File: config.mk
export PLATFORM = sky130hd
export DESIGN_NAME = cardclk_gen
export DESIGN_NICKNAME = d
export VERILOG_FILES = /design/src/rtl/ckg_pkg.sv /design/src/rtl/ckg_prescaler.sv /design/src/rtl/ckg_divider.sv /design/src/rtl/ckg_rstseq.sv /design/src/rtl/cardclk_gen.sv
export SDC_FILE = /design/constraint.sdc
export NUM_CORES = 1
export LEC_CHECK = 0
export BUFFER_PORTS_ARGS = -buffer_cell sky130_fd_sc_hd__buf_2
export CORE_MARGIN = 4
export CORE_UTILIZATION = 55
export CTS_CLUSTER_SIZE = 24
export DETAILED_ROUTE_END_ITERATION = 8
export HOLD_SLACK_MARGIN = 0.02
export PLACE_DENSITY = 0.76
export SLEW_MARGIN = 20
export SYNTH_ARGS = -nofsm -noshare
export SYNTH_HDL_FRONTEND = slang
export SYNTH_SLANG_ARGS = --single-unit
File: constraint.sdc
create_clock -name clk -period 6.7 [get_ports clk]
set_input_delay 1.675 -clock clk [delete_from_list [all_inputs] [get_ports clk]]
set_output_delay 1.675 -clock clk [all_outputs]
set_load 0.005 [all_outputs]
File: src/rtl/ckg_pkg.sv
package ckg_pkg;

    // Control word bit positions (software-visible)
    localparam int CTL_W     = 4;
    localparam int CTL_STOP  = 0;
    localparam int CTL_START = 1;
    localparam int CTL_RESET = 3;

    typedef enum logic [1:0] {
        RUN_OFF   = 2'd0,
        RUN_ON    = 2'd1,
        RUN_DRAIN = 2'd2
    } run_state_e;

    typedef enum logic [1:0] {
        SEQ_IDLE  = 2'd0,
        SEQ_ARMED = 2'd1,
        SEQ_COUNT = 2'd2
    } seq_state_e;

    typedef struct packed {
        logic any_wr;
        logic stop;
        logic start;
        logic rst_only;
        logic rst_start;
        logic start_only;
    } ctl_req_t;

    // Classify one control write; stop takes priority over start.
    function automatic ctl_req_t decode_ctl(input logic we, input logic [CTL_W-1:0] w);
        ctl_req_t r;
        r.any_wr     = we;
        r.stop       = we && w[CTL_STOP];
        r.start      = we && w[CTL_START] && !w[CTL_STOP];
        r.rst_only   = we && w[CTL_RESET] && !w[CTL_START] && !w[CTL_STOP];
        r.rst_start  = we && w[CTL_RESET] && w[CTL_START] && !w[CTL_STOP];
        r.start_only = we && !w[CTL_RESET] && w[CTL_START] && !w[CTL_STOP];
        return r;
    endfunction

endpackage

File: src/rtl/ckg_prescaler.sv
module ckg_prescaler #(
    parameter int PRE_W = 12
) (
    input  logic             clk,
    input  logic             rst_n,
    input  logic             adv,
    input  logic             clr,
    input  logic [PRE_W-1:0] pre_fld,
    output logic             tick
);
    localparam int CNT_W = PRE_W + 1;

    logic [CNT_W-1:0] pcnt;
    logic [CNT_W-1:0] plast;

    // Tick length is 1 cycle for a zero field, else twice the field.
    always_comb begin
        if (pre_fld == '0) plast = '0;
        else               plast = {pre_fld, 1'b0} - 1'b1;
    end

    assign tick = (pcnt == plast);

    always_ff @(posedge clk or negedge rst_n) begin
        if (!rst_n)        pcnt <= '0;
        else if (clr)      pcnt <= '0;
        else if (adv)      pcnt <= tick ? '0 : pcnt + 1'b1;
    end

    AST_PCNT_BOUND: assert property (@(posedge clk) disable iff (!rst_n)
        pcnt <= plast);

endmodule

File: src/rtl/ckg_divider.sv
module ckg_divider #(
    parameter int DIV_W = 4
) (
    input  logic             clk,
    input  logic             rst_n,
    input  logic             step,
    input  logic             clr,
    input  logic [DIV_W-1:0] div_fld,
    output logic             last,
    output logic             hi_nxt
);
    logic [DIV_W-1:0] dcnt, dcnt_n, dlast;
    logic [DIV_W:0]   hi_ticks;

    // A zero divider behaves as one.
    always_comb begin
        dlast    = (div_fld == '0) ? DIV_W'(1) : div_fld;
        hi_ticks = ({1'b0, dlast} + 1'b1) >> 1;
    end

    assign last = (dcnt == dlast);

    always_comb begin
        if (clr)        dcnt_n = '0;
        else if (step)  dcnt_n = last ? '0 : dcnt + 1'b1;
        else            dcnt_n = dcnt;
    end

    // High phase covers the first half (rounded down) of the ticks.
    assign hi_nxt = ({1'b0, dcnt_n} < hi_ticks);

    always_ff @(posedge clk or negedge rst_n) begin
        if (!rst_n) dcnt <= '0;
        else        dcnt <= dcnt_n;
    end

    AST_DCNT_BOUND: assert property (@(posedge clk) disable iff (!rst_n)
        dcnt <= dlast);

endmodule

File: src/rtl/ckg_rstseq.sv
module ckg_rstseq
    import ckg_pkg::*;
#(
    parameter int STARTS = 8
) (
    input  logic clk,
    input  logic rst_n,
    input  logic any_wr,
    input  logic rst_only,
    input  logic rst_start,
    input  logic start_only,
    output logic sib_rst
);
    localparam int CW = (STARTS > 1) ? $clog2(STARTS) : 1;
    localparam logic [CW-1:0] LAST = CW'(STARTS - 1);

    seq_state_e      sq, sq_n;
    logic [CW-1:0]   cnt, cnt_n;
    logic            sib_q;

    always_comb begin
        sq_n  = sq;
        cnt_n = cnt;
        if (any_wr) begin
            if (rst_only) begin
                sq_n  = SEQ_ARMED;
                cnt_n = '0;
            end else begin
                unique case (sq)
                    SEQ_IDLE: begin
                        sq_n = SEQ_IDLE;
                    end
                    SEQ_ARMED: begin
                        cnt_n = '0;
                        sq_n  = rst_start ? SEQ_COUNT : SEQ_IDLE;
                    end
                    SEQ_COUNT: begin
                        if (start_only && cnt != LAST) begin
                            cnt_n = cnt + 1'b1;
                        end else begin
                            sq_n  = SEQ_IDLE;
                            cnt_n = '0;
                        end
                    end
                    default: begin
                        sq_n  = SEQ_IDLE;
                        cnt_n = '0;
                    end
                endcase
            end
        end
    end

    always_ff @(posedge clk or negedge rst_n) begin
        if (!rst_n) begin
            sq  <= SEQ_IDLE;
            cnt <= '0;
        end else begin
            sq  <= sq_n;
            cnt <= cnt_n;
        end
    end

    always_ff @(posedge clk or negedge rst_n) begin
        if (!rst_n) sib_q <= 1'b0;
        else        sib_q <= (sq_n != SEQ_IDLE);
    end

    assign sib_rst = sib_q;

    AST_SEQ_CNT_IDLE: assert property (@(posedge clk) disable iff (!rst_n)
        (sq != SEQ_COUNT) |-> (cnt == '0));
    AST_SEQ_DROP_ON_WRITE: assert property (@(posedge clk) disable iff (!rst_n)
        $fell(sib_rst) |-> $past(any_wr));
    AST_SEQ_LINE_MATCH: assert property (@(posedge clk) disable iff (!rst_n)
        sib_rst == (sq != SEQ_IDLE));

endmodule

File: src/rtl/cardclk_gen.sv
module cardclk_gen
    import ckg_pkg::*;
#(
    parameter int              PRE_W      = 12,
    parameter int              DIV_W      = 4,
    parameter int              SEQ_STARTS = 8,
    parameter logic [11:0]     RST_PRE    = 12'd0,
    parameter logic [3:0]      RST_DIV    = 4'd1
) (
    input  logic                   clk,
    input  logic                   rst_n,
    input  logic                   rate_we,
    input  logic [PRE_W+DIV_W-1:0] rate_wdata,
    input  logic                   ctrl_we,
    input  logic [CTL_W-1:0]       ctrl_wdata,
    output logic                   card_clk,
    output logic                   clk_running,
    output logic                   sib_reset
);
    localparam int RATE_W = PRE_W + DIV_W;

    ctl_req_t          req;
    logic [PRE_W-1:0]  pend_pre, act_pre, nxt_pre;
    logic [DIV_W-1:0]  pend_div, act_div, nxt_div;
    run_state_e        st, st_n;
    logic              adv, clr, tick, last, bnd, hi_nxt;
    logic              card_q;

    always_comb req = decode_ctl(ctrl_we, ctrl_wdata);

    // Rate shadow: a write in the same cycle bypasses the shadow copy.
    always_comb begin
        nxt_pre = rate_we ? rate_wdata[RATE_W-1:DIV_W] : pend_pre;
        nxt_div = rate_we ? rate_wdata[DIV_W-1:0]      : pend_div;
    end

    always_ff @(posedge clk or negedge rst_n) begin
        if (!rst_n) begin
            pend_pre <= PRE_W'(RST_PRE);
            pend_div <= DIV_W'(RST_DIV);
        end else begin
            pend_pre <= nxt_pre;
            pend_div <= nxt_div;
        end
    end

    always_ff @(posedge clk or negedge rst_n) begin
        if (!rst_n) begin
            act_pre <= PRE_W'(RST_PRE);
            act_div <= DIV_W'(RST_DIV);
        end else if (st == RUN_OFF || bnd) begin
            act_pre <= nxt_pre;
            act_div <= nxt_div;
        end
    end

    assign adv = (st != RUN_OFF);
    assign bnd = adv && tick && last;
    assign clr = (st_n == RUN_OFF);

    ckg_prescaler #(.PRE_W(PRE_W)) u_pre (
        .clk     (clk),
        .rst_n   (rst_n),
        .adv     (adv),
        .clr     (clr),
        .pre_fld (act_pre),
        .tick    (tick)
    );

    ckg_divider #(.DIV_W(DIV_W)) u_div (
        .clk     (clk),
        .rst_n   (rst_n),
        .step    (adv && tick),
        .clr     (clr),
        .div_fld (act_div),
        .last    (last),
        .hi_nxt  (hi_nxt)
    );

    ckg_rstseq #(.STARTS(SEQ_STARTS)) u_seq (
        .clk        (clk),
        .rst_n      (rst_n),
        .any_wr     (req.any_wr),
        .rst_only   (req.rst_only),
        .rst_start  (req.rst_start),
        .start_only (req.start_only),
        .sib_rst    (sib_reset)
    );

    // Run-state transitions
    always_comb begin
        st_n = st;
        unique case (st)
            RUN_OFF: begin
                if (req.start) st_n = RUN_ON;
            end
            RUN_ON: begin
                if (req.stop) st_n = bnd ? RUN_OFF : RUN_DRAIN;
            end
            RUN_DRAIN: begin
                if (req.start)  st_n = RUN_ON;
                else if (bnd)   st_n = RUN_OFF;
            end
            default: st_n = RUN_OFF;
        endcase
    end

    always_ff @(posedge clk or negedge rst_n) begin
        if (!rst_n) st <= RUN_OFF;
        else        st <= st_n;
    end

    // Registered outputs
    always_ff @(posedge clk or negedge rst_n) begin
        if (!rst_n) card_q <= 1'b0;
        else        card_q <= (st_n != RUN_OFF) && hi_nxt;
    end

    assign card_clk    = card_q;
    assign clk_running = (st != RUN_OFF);

    AST_OFF_QUIET: assert property (@(posedge clk) disable iff (!rst_n)
        (st == RUN_OFF) |-> !card_clk);
    AST_STOP_AFTER_LOW: assert property (@(posedge clk) disable iff (!rst_n)
        $fell(clk_running) |-> !$past(card_clk));
    AST_START_HIGH: assert property (@(posedge clk) disable iff (!rst_n)
        $rose(clk_running) |-> card_clk);
    AST_RATE_FROZEN: assert property (@(posedge clk) disable iff (!rst_n)
        (st != RUN_OFF && !bnd) |=> ($stable(act_pre) && $stable(act_div)));
    AST_DRAIN_ENDS: assert property (@(posedge clk) disable iff (!rst_n)
        (st == RUN_DRAIN && bnd && !req.start) |=> !clk_running);

endmodule

==> impl_summary.md <==
STA
In the finished design, the share of the clock period the worst path needs comes to 0.7485. The final-layout setup total negative slack is 0 ns. The number of failing hold endpoints at the final stage is 0. The final setup violation count is 0.

The final count of pins violating max slew is 0. The shortest period the worst path allows is 5.015 ns. Setup repair after global routing left no endpoint under its margin. On the final layout, the worst clock skew is 0.004319 ns. The relative max-transition margin is 0.3395.

The measured slew at the worst slew-check pin is 0.9908 ns. Derived from the worst setup path, the maximum achievable clock frequency is 199.4 MHz.

Drt
After detailed routing, the number of vias per cell comes to 5.945. In the routed design, unresolved DRC markers number 0. The count of nets left with antenna violations once routing finished came out at 0. The first-pass iteration count of the detailed router is 4. The routed wirelength normalized by instance count is 15.82 µm. The total vias in the final route is 2509.

The total detailed-routing wirelength is 6675 µm. After the first detailed-routing iteration, the DRC count stood at 194.

Cells and area
Summing all flip-flop and latch instances after layout gives 1454 µm². Measured on the finished design, the core utilization comes to 0.6352. The layout has 488 filler cells. The signed area change from the synthesized netlist to the final layout is 12.50%. Summing all multi-input logic gate instances after layout gives 1773 µm². In the final layout, the share of cells above drive strength 1 is 0.2421.

With fillers left out, the area of the finished cells amounts to 3739 µm². The repair_antennas step left the layout with diodes totalling 0. In the final design database the tool counted 377 nets.

Synth
The number of distinct standard cells referenced by the synthesized netlist is 57. The count of mapped cells out of synthesis is 320. The synthesized design spends more area on one cell type than any other, namely sky130_fd_sc_hd__dfrtp_1. The mapped netlist covers 3323 µm². Synthesis inferred 58 register bits. Synthesis produced a netlist with a net count of 355.

The proportion of synthesized flip-flops having asynchronous set or reset is 1.000. The share of the Yosys chip area taken by registers is 0.4375. The number of flops mapped to enable cells by yosys is 0. Of the post-synthesis cell area, the dominant cell type holds 0.4217.

Among all cell types in the netlist, the one instantiated most often is sky130_fd_sc_hd__dfrtp_1. During synthesis, Yosys emitted a total of 0 warnings. In the synthesized netlist the dominant register cell turns out to be sky130_fd_sc_hd__dfrtp_1.

The average cell area after synthesis is 10.38 µm². In the post-synthesis netlist, the biggest area contributors are sky130_fd_sc_hd__dfrtp_1 (42%), sky130_fd_sc_hd__mux2_2 (10%), sky130_fd_sc_hd__ha_1 (4.1%), sky130_fd_sc_hd__xor2_1 (4.0%), sky130_fd_sc_hd__nor3_1 (2.9%). In the synthesized netlist, the cells that appear most often are sky130_fd_sc_hd__dfrtp_1 (56), sky130_fd_sc_hd__mux2_2 (30), sky130_fd_sc_hd__nor2_1 (21).

Run
Max-cap violations in this run came to 0.

Worst setup path
Measured in cells, the most critical reg-to-reg path has a length of 14. Traced cell by cell, the critical path runs through inv_1, ha_1, nor4b_1, a21boi_0, or3_1, a2111oi_1, and3_1, nand2_1, a221oi_4, a21oi_1, ha_1, a21oi_1, or4b_2, a311oi_1. The largest individual stage delay along the critical path comes from the cell sky130_fd_sc_hd__a2111oi_1. The path type of the worst setup path is reg -> reg.

The data required time at the worst endpoint is 6.92 ns. The worst setup path is captured at a flip-flop. Data on the critical path arrives at its endpoint at 5.24 ns. On the worst path, the slowest cell contributes a delay of 0.77 ns. Of all nets on the critical path, the largest fanout is 6. STA classifies the critical path startpoint as a flip-flop.

GRT
The via count of the first global-routing pass is 2506. For this run the aggregate overflow at the end of global routing stands at 0. In the global route stage, overall resource usage came out at 0.1983. The first global-routing pass estimated 11550 µm of wire. The largest net degree at the start of global routing is 59. The number of antenna violations at the first check in global routing is 0.

Placement
The global placer's final weighted congestion is 0.8071. The quantity of I/O buffers inserted on ports is 25. Once placement finished, the instance area stood at 3487 µm². Detailed placement ended at an HPWL of 4742 µm.

Clocking
The cell sitting at the root of the clock tree is a sky130_fd_sc_hd__clkbuf_8. The clock-pin transition on the worst setup and hold timing paths is 0.07 ns. The number of levels in the clock H-tree is 3. The number of setup buffers added after CTS is 0. The number of clock sinks is 58. TritonCTS built the clock tree.

In this run, post-CTS repair resized a total of 0 instances. The buffer depth of the longest clock path is 2. The number of buffers inserted during clock tree synthesis is 9. Clock latency on the worst-skew pair, taken at its later pin, is 0.33 ns. The total of hold buffers inserted after clock tree synthesis is 0.

Min path
Counting instances, the worst hold path has a depth of 1. The worst hold path belongs to the class reg -> reg.

Floorplan
The row count is 28. The floorplan die area is 7350 µm². The number of placed I/O pins is 27. In this run the vertical extent of the chip is 85.73 µm. The initial cell density of the core is 0.5646. The total area inside the core boundary comes to 5886 µm².

Measured along the x axis, the die boundary spans 85.73 µm.

Outcome
The flow ran to the end, and the final reports show no timing, DRC or antenna violations.

Power and ir drop
In this run the power density over the cells is 362.9 nW/µm². Across the VDD grid, the largest voltage drop is 193.1 µV. The analysis attributes to cell leakage a power of 0.001565 µW. The total power is 1357 µW.
[routing by layer]
layer	up-vias	global-route usage	wire length [µm]
met4	0	0.07482	111
met1	1224	0.2590	3037
met5	-	0	0
met3	13	0.04707	249
li1	1223	-	-
met2	49	0.3213	3276
[layout make-up]
| class | count | share of cell area |
|---|---|---|
| repair buffers | 27 | 0.03748 |
| inverters | 7 | 0.007028 |
| clock inverters | 6 | 0.03046 |
| flip-flops and latches | 58 | 0.3889 |
| multi-input cells | 239 | 0.4742 |
| clock buffers | 10 | 0.03681 |
| well taps | 75 | 0.02510 |
[kinds of logic (layout without fill, tap and decap cells)]
logic type,after synthesis,count (layout),synth area share
DFF,58,58,0.4375
xor gates and xnor gates,25,25,0.06589
AOI/OAI and AO/OA,52,52,0.1220
muxes,32,32,0.1077
and+or+nand+nor,119,119,0.1965
adders and majority gates,11,11,0.04142
buffers and inverters,23,50,0.02898
[power by group]
| group | internal (µW) | switching [µW] | leakage [µW] | total, µW |
|---|---|---|---|---|
| combinational | 200 | 217 | 0.000718 | 417 |
| clock | 258 | 148 | 0.000119 | 406 |
| sequential | 423 | 111 | 0.000728 | 534 |
| total | 881 | 476 | 0.00157 | 1360 |
[per-stage QoR]
| stage | std cells | setup WS [ns] | hold slack [ns] |
|---|---|---|---|
| floorplan | 320 | 2.044 | 0.4694 |
| global placement | 406 | 1.866 | 0.4791 |
| detailed placement | 406 | 1.728 | 0.4872 |
| CTS | 422 | 1.661 | 0.5037 |
| global route | 422 | 1.318 | 0.5126 |
| finish | 422 | 1.685 | 0.4983 |
[sequential cells by signal, indices dropped and copies added (netlist names)]
name and count:
pend_pre 12, card_clk 1, u_seq.sib_rst 1, pend_div 4
u_pre.pcnt 13, u_seq.sq 2, u_seq.cnt 3, st 2
act_div 4, u_div.dcnt 4, act_pre 12
[path summary, 6_finish.rpt]
path                             start            end  slack, ns
setup / recovery            act_pre[0]       card_clk       1.68
hold / removal             pend_pre[6]    pend_pre[6]       0.50
setup reg to reg            act_pre[0]       card_clk       1.68
hold reg to reg            pend_pre[6]    pend_pre[6]       0.50
max in group asynchronous        rst_n  u_pre.pcnt[4]       4.75
min in group asynchronous        rst_n    pend_pre[4]       1.46
[worst max-delay path: cells and delay by family (launching register included)]
family	cells	cell delay, ns
buf+inv	1	0.12
flops	1	0.44
compound gates	6	1.88
fa+ha+maj	2	0.45
simple gates	5	2.00
[cells in the final DEF (no fill, tap or decap), drive strengths merged, types with 3 or more instances in the layout]
cell     synthesis  layout
nor4             4       4
and4             3       3
nor3            19      19
dfrtp           56      56
bufinv           0       3
nor2            21      21
xnor2           10      10
clkbuf          13      10
nand3            8       8
or4b             3       3
a21oi           15      15
inv              6       6
buf              3      27
ha              11      11
nand2           18      18
or4              4       4
nand3b           4       4
or3              5       5
xor2            15      15
a22oi            3       3
nor2b            9       9
o21ai            7       7
a2111oi          3       3
mux2            30      30
a21o             3       3
nand4            9       9
o211a            3       3
No activity file was read; power rests on OpenSTA's default activity.
